===== src/rtl/bom_pkg.sv =====
package bom_pkg;
  localparam int CODE_W = 6;

  typedef struct packed {
    logic              vld;
    logic [CODE_W-1:0] code;
  } slot_t;
endpackage


===== src/rtl/bom_tx.sv =====
module bom_tx #(
  parameter int FLAG_LEN = 8,
  parameter int CODE_W   = 6
) (
  input  logic              clk_i,
  input  logic              rst_ni,
  input  logic              en_i,
  input  logic              stb_i,
  input  logic [CODE_W-1:0] code_i,
  output logic              bit_o
);
  localparam int FRAME_LEN = FLAG_LEN + CODE_W + 2;
  localparam int POS_W     = $clog2(FRAME_LEN);

  logic [POS_W-1:0]  pos_q;
  logic [CODE_W-1:0] code_q;
  logic [POS_W-1:0]  idx;
  logic [CODE_W-1:0] shifted;

  always_ff @(posedge clk_i or negedge rst_ni) begin
    if (!rst_ni) begin
      pos_q  <= '0;
      code_q <= '0;
    end else if (!en_i) begin
      pos_q  <= '0;
      code_q <= code_i;
    end else if (stb_i) begin
      if (pos_q == POS_W'(FRAME_LEN - 1)) begin
        pos_q  <= '0;
        code_q <= code_i;  // new code only at frame boundary
      end else begin
        pos_q <= pos_q + POS_W'(1);
      end
    end
  end

  assign idx     = POS_W'(FRAME_LEN - 2) - pos_q;
  assign shifted = code_q >> idx;

  always_comb begin
    if (!en_i)                               bit_o = 1'b1;
    else if (pos_q < POS_W'(FLAG_LEN))       bit_o = 1'b1;
    else if (pos_q == POS_W'(FLAG_LEN) ||
             pos_q == POS_W'(FRAME_LEN - 1)) bit_o = 1'b0;
    else                                     bit_o = shifted[0];
  end
endmodule


===== src/rtl/bom_rx_deframer.sv =====
module bom_rx_deframer
  import bom_pkg::*;
#(
  parameter int FLAG_LEN = 8
) (
  input  logic  clk_i,
  input  logic  rst_ni,
  input  logic  en_i,
  input  logic  stb_i,
  input  logic  bit_i,
  output logic  cand_stb_o,
  output slot_t cand_o
);
  localparam int ONES_W = $clog2(FLAG_LEN + 1);
  localparam int CNT_W  = $clog2(CODE_W + 1);

  typedef enum logic {ST_HUNT, ST_CAPT} st_e;

  st_e               st_q;
  logic [ONES_W-1:0] ones_q;
  logic [CNT_W-1:0]  cnt_q;
  logic [CODE_W-1:0] sh_q;

  always_ff @(posedge clk_i or negedge rst_ni) begin
    if (!rst_ni) begin
      st_q       <= ST_HUNT;
      ones_q     <= '0;
      cnt_q      <= '0;
      sh_q       <= '0;
      cand_stb_o <= 1'b0;
      cand_o     <= '0;
    end else begin
      cand_stb_o <= 1'b0;
      if (!en_i) begin
        st_q   <= ST_HUNT;
        ones_q <= '0;
        cnt_q  <= '0;
      end else if (stb_i) begin
        unique case (st_q)
          ST_HUNT: begin
            if (bit_i) begin
              if (ones_q != ONES_W'(FLAG_LEN)) ones_q <= ones_q + ONES_W'(1);
            end else begin
              if (ones_q == ONES_W'(FLAG_LEN)) begin
                st_q  <= ST_CAPT;
                cnt_q <= '0;
              end
              ones_q <= '0;
            end
          end
          ST_CAPT: begin
            if (cnt_q == CNT_W'(CODE_W)) begin
              // final framing bit: must be zero for a valid candidate
              cand_stb_o  <= 1'b1;
              cand_o.vld  <= ~bit_i;
              cand_o.code <= sh_q;
              st_q        <= ST_HUNT;
              ones_q      <= '0;
            end else begin
              sh_q  <= {sh_q[CODE_W-2:0], bit_i};
              cnt_q <= cnt_q + CNT_W'(1);
            end
          end
          default: st_q <= ST_HUNT;
        endcase
      end
    end
  end
endmodule


===== src/rtl/bom_rx_validator.sv =====
module bom_rx_validator
  import bom_pkg::*;
#(
  parameter int HIST_DEPTH = 10,
  parameter int MATCH_MIN  = 7
) (
  input  logic              clk_i,
  input  logic              rst_ni,
  input  logic              cand_stb_i,
  input  slot_t             cand_i,
  input  logic              irq_mask_i,
  output logic [CODE_W-1:0] code_o,
  output logic              irq_o
);
  localparam int CNT_W = $clog2(HIST_DEPTH + 1);

  slot_t                 hist_q [HIST_DEPTH];
  slot_t                 hist_d [HIST_DEPTH];
  logic [HIST_DEPTH-1:0] match;
  logic [CNT_W-1:0]      hits;
  logic                  held_q;
  logic                  accept;

  assign hist_d[0] = cand_i;

  for (genvar i = 1; i < HIST_DEPTH; i++) begin : g_shift
    assign hist_d[i] = hist_q[i-1];
  end

  for (genvar i = 0; i < HIST_DEPTH; i++) begin : g_match
    assign match[i] = cand_i.vld && hist_d[i].vld && (hist_d[i].code == cand_i.code);
  end

  always_comb begin
    hits = '0;
    for (int i = 0; i < HIST_DEPTH; i++) hits = hits + CNT_W'(match[i]);
  end

  assign accept = cand_stb_i && (hits >= CNT_W'(MATCH_MIN)) &&
                  (!held_q || (cand_i.code != code_o));

  always_ff @(posedge clk_i or negedge rst_ni) begin
    if (!rst_ni) begin
      for (int i = 0; i < HIST_DEPTH; i++) hist_q[i] <= '0;
      code_o <= '0;
      held_q <= 1'b0;
      irq_o  <= 1'b0;
    end else begin
      irq_o <= 1'b0;
      if (cand_stb_i) begin
        for (int i = 0; i < HIST_DEPTH; i++) hist_q[i] <= hist_d[i];
      end
      if (accept) begin
        code_o <= cand_i.code;
        held_q <= 1'b1;
        irq_o  <= ~irq_mask_i;
      end
    end
  end
endmodule


===== src/rtl/bom_link_codec.sv =====
module bom_link_codec
  import bom_pkg::*;
#(
  parameter int FLAG_LEN   = 8,
  parameter int HIST_DEPTH = 10,
  parameter int MATCH_MIN  = 7
) (
  input  logic              clk_i,
  input  logic              rst_ni,
  input  logic              enable_i,
  input  logic              strobe_i,
  input  logic [CODE_W-1:0] tx_code_i,
  output logic              tx_bit_o,
  input  logic              rx_bit_i,
  output logic [CODE_W-1:0] rx_code_o,
  input  logic              irq_mask_i,
  output logic              irq_o
);
  logic  cand_stb;
  slot_t cand;

  bom_tx #(.FLAG_LEN(FLAG_LEN), .CODE_W(CODE_W)) u_tx (
    .clk_i  (clk_i),
    .rst_ni (rst_ni),
    .en_i   (enable_i),
    .stb_i  (strobe_i),
    .code_i (tx_code_i),
    .bit_o  (tx_bit_o)
  );

  bom_rx_deframer #(.FLAG_LEN(FLAG_LEN)) u_deframer (
    .clk_i      (clk_i),
    .rst_ni     (rst_ni),
    .en_i       (enable_i),
    .stb_i      (strobe_i),
    .bit_i      (rx_bit_i),
    .cand_stb_o (cand_stb),
    .cand_o     (cand)
  );

  bom_rx_validator #(.HIST_DEPTH(HIST_DEPTH), .MATCH_MIN(MATCH_MIN)) u_validator (
    .clk_i      (clk_i),
    .rst_ni     (rst_ni),
    .cand_stb_i (cand_stb),
    .cand_i     (cand),
    .irq_mask_i (irq_mask_i),
    .code_o     (rx_code_o),
    .irq_o      (irq_o)
  );
endmodule


===== config.mk =====
export PLATFORM = sky130hd
export DESIGN_NAME = bom_link_codec
export DESIGN_NICKNAME = d
export VERILOG_FILES = /design/src/rtl/bom_pkg.sv /design/src/rtl/bom_tx.sv /design/src/rtl/bom_rx_deframer.sv /design/src/rtl/bom_rx_validator.sv /design/src/rtl/bom_link_codec.sv
export SDC_FILE = /design/constraint.sdc
export NUM_CORES = 1
export LEC_CHECK = 0
export BUFFER_PORTS_ARGS = -buffer_cell sky130_fd_sc_hd__buf_2
export CAP_MARGIN = 20
export CORE_MARGIN = 5
export CORE_UTILIZATION = 35
export DETAILED_ROUTE_END_ITERATION = 10
export GPL_TIMING_DRIVEN = 0
export PLACE_DENSITY_LB_ADDON = 0.12
export REMOVE_ABC_BUFFERS = 1
export SLEW_MARGIN = 0
export SYNTH_ARGS = -nofsm -noshare
export SYNTH_HDL_FRONTEND = slang
export SYNTH_SLANG_ARGS = --single-unit

===== constraint.sdc =====
create_clock -name clk_i -period 12.8 [get_ports clk_i]
set_clock_uncertainty 0.05 [all_clocks]
set_input_delay 1.92 -clock clk_i [delete_from_list [all_inputs] [get_ports clk_i]]
set_output_delay 1.92 -clock clk_i [all_outputs]
set_load 0.03 [all_outputs]

==> flow_metrics.py <==
metrics = {
    "timing": {
        "hold_violations": 0,
        "final_max_slew_viol_count": 0,
        "fin_crit_ns": 5.35,
        "tns_ns": 0,
        "setup_violations": 0,
        "hold_ws_ns": 0.427,
        "maxSlewHeadroom": 0.519,
        "clock.fmax_mhz": 187,
        "fin_crit_sh": 0.418,
        "tightest_slew_ns": 0.722,
        "rsz0062_at_grt": "no",
    },
    "yosys": {
        "avgSynthCellArea_sq_um": 12.3,
        "yosys-top-cells-area": "dfrtp_1, mux2_2, xnor2_1",
        "synth_edf_count": 0,
        "synth_compound_area_frac": 0.0262,
        "synth_cells": 417,
        "synth_common_cells": "dfrtp_1, mux2_2, xnor2_1",
        "synthArstFlopShare": 1.00,
        "yosysSeqAreaShare": 0.504,
        "synthAdderAreaFrac": 0.0504,
        "syn_area_sq_um": 5110,
        "synth_ff_type": "dfrtp_1",
        "yosysWarnings": 0,
        "synth_top_family_by_area": "multiplexers",
        "synth_top_area_frac": 0.504,
        "synth.distinct_cells": 41,
        "synth.area.mux_share": 0.195,
        "synth_seq_cells": 103,
        "yosys.area_share.simple": 0.0859,
        "synth_xor_area_frac": 0.106,
        "yosysMostFrequentCell": "dfrtp_1",
        "yosys.area.top_type": "dfrtp_1",
    },
    "power": {
        "power_frac_comb": 0.033,
        "p_sw_w": 0.000137,
        "ir_drop_v": 0.0000585,
        "p_leak_nw": 2.70,
        "clock_power_share": 0.438,
        "p_seq_frac": 0.530,
        "p_int_w": 0.000488,
        "netSwitchingFraction": 0.219,
        "p_per_area_nw_per_um2": 110,
    },
    "routing": {
        "drt_iter0_markers": 91,
        "wl_mm": 9.20,
        "first_pass_iters": 4,
        "via_per_inst": 4.82,
        "drc": 0,
        "ant_nets": 0,
        "vias": 2958,
        "drt-wirelength-per-cell_microns": 15.0,
    },
    "floorplan": {
        "placementRows": 44,
        "ios": 20,
        "fp.dieW_microns": 131,
        "die_area_sq_um": 17100,
        "die_h_microns": 131,
        "initial_core_util": 0.354,
        "core-area_sq_um": 14400,
    },
    "cells_and_area": {
        "drive_gt1_frac": 0.291,
        "fin_area_sq_um": 5660,
        "n_fill_cell": 1400,
        "seq_area_sq_um": 2580,
        "nNetsFinal": 455,
        "antennaDiodeCount": 0,
        "area_delta_synth_final_pct": 10.8,
        "multiInputGateArea_sq_um": 2370,
    },
    "clock_tree": {
        "clock_latency_ns": 0.35,
        "cts.sinks": 103,
        "clkTransAtPathRegs_ns": 0.07,
        "post_cts_buffers": 0,
        "htreeDepth": 3,
        "cts_tree": "built",
        "cts_hold_buf": 0,
        "ctsResizeCount": 0,
        "ctsLongestPathBuffers": 2,
        "cts_buffers": 9,
        "cts-root-buf": "clkbuf_16",
    },
    "hold_path": {
        "hp-class": "reg -> reg",
    },
    "placement": {
        "port-buffer-count": 19,
        "dp_hpwl_mm": 6.31,
        "place_area_sq_um": 5380,
        "gp_congestion": 0.766,
    },
    "global_route": {
        "grt_pass1_vias": 3099,
        "grt.total_usage": 0.118,
        "gr-total-overflow": 0,
        "grt_pass1_wl_mm": 15.7,
        "antenna_found_initial": 0,
        "grt_max_degree": 55,
    },
    "setup_path": {
        "start_kind": "flop",
        "worstSetupPathType": "reg -> reg",
        "crit_fanout": 13,
        "cp-end-kind": "flop",
        "cp.required_ns": 12.99,
        "r2r_setup_slack_ns": 7.45,
        "worst_ep_arrival_time_ns": 5.53,
    },
    "run": {
        "drv_cap": 0,
    },
    "run_status": {
        "status": "complete, no violations",
    },
}
==> flip-flops by register name, summed over array words and instances, names as in the netlist, 3 cells and up <==
signal	flops
u_deframer.cand_o	7
u_deframer.cnt_q	3
u_deframer.ones_q	4
u_deframer.sh_q	6
u_tx.code_q	6
u_tx.pos_q	4
u_validator.code_o	6
u_validator.hist_d	63
==> per-layer routing <==
layer,up-vias,global-route usage,routed length (microns),share of wire
met5,-,0,0,0
met4,0,0.0309,104,0.011
met3,5,0.0378,287,0.031
met2,30,0.191,4420,0.48
met1,1485,0.155,4390,0.48
li1,1438,-,-,-
==> area by class of cell <==
class / count / share of cell area
clock buffers: 10 / 0.0404
inverters: 14 / 0.00928
flip-flops and latches: 103 / 0.455
repair buffers: 21 / 0.0256
clock inverters: 5 / 0.0102
multi-input cells: 277 / 0.418
well taps: 184 / 0.0407
==> layout by cell type (no fill, tap or decap), drive strengths merged <==
master,netlist,routed
inv,14,16
and2,1,1
nand4bb,1,1
nor3b,2,2
o22ai,2,2
o31ai,2,2
o21ai,7,7
xnor2,40,40
a31oi,1,1
nor2,8,8
mux2i,5,5
o221ai,1,1
buf,16,21
nor4,2,2
a22o,1,1
or3,1,1
clkbuf,7,10
ha,11,11
nand3b,1,1
nand2b,3,3
nor3,10,10
bufinv,0,1
clkinv,0,2
nand4,9,9
fa,6,6
nand3,13,13
nand4b,1,1
a21oi,4,4
mux4,1,1
nand2,33,33
or2,4,4
o31a,1,1
a21o,2,2
xor2,22,22
mux2,82,82
dfrtp,103,103
==> per-stage QoR <==
| stage | power, W | std cells | util | setup slack (ns) |
|---|---|---|---|---|
| 6_report | 0.000625 | 614 | 0.393 | 7.45 |
| 4_1_cts | 0.000636 | 614 | 0.393 | 7.34 |
| 5_1_grt | 0.000651 | 614 | 0.393 | 7.15 |
| 3_3_place_gp | 0.000357 | 597 | 0.369 | 7.35 |
| 3_5_place_dp | 0.000359 | 599 | 0.373 | 7.35 |
| 2_1_floorplan | 0.000346 | 394 | - | 8.05 |
==> power groups by stage <==
stage / Clock [W] / Sequential [W] / Combinational [W]
2_1_floorplan: 0 / 0.000336 / 0.00000922
3_3_place_gp: 0 / 0.000337 / 0.0000200
3_5_place_dp: 0 / 0.000337 / 0.0000216
4_1_cts: 0.000284 / 0.000331 / 0.0000216
5_1_grt: 0.000296 / 0.000331 / 0.0000242
6_report: 0.000273 / 0.000331 / 0.0000205
==> path summary, 6_finish.rpt <==
| path | to | depth (start not counted) | start |
|---|---|---|---|
| max | u_validator.code_o[0] | 14 | u_deframer.cand_o[0] |
| min | u_validator.held_q | 1 | u_validator.held_q |
| max reg2reg | u_validator.code_o[0] | 14 | u_deframer.cand_o[0] |
| min reg2reg | u_validator.held_q | 1 | u_validator.held_q |
| max in group asynchronous | u_deframer.cand_stb_o | 2 | rst_ni |
| min in group asynchronous | u_validator.code_o[0] | 1 | rst_ni |
==> worst max-delay path: stages (launching register included) <==
cell and delay [ns]:
dfrtp_1 0.78, xnor2_1 0.22, nand3_1 0.11, nor4_1 0.32
ha_1 0.30, inv_1 0.08, fa_1 0.42, fa_1 0.52
fa_1 0.52, fa_1 0.46, fa_1 0.39, xnor2_1 0.13
nor3_1 0.14, o31a_1 0.39, mux2_2 0.38
==> kinds of logic after synthesis <==
logic type | after synthesis
multiplexers | 88
buffers and inverters | 37
AO/OA/AOI/OAI | 21
adder cells (fa/ha/maj) | 17
AND/OR/NAND/NOR | 89
XOR/XNOR | 62
flip-flops | 103
Note: power is estimated with default switching activity, not from simulation.
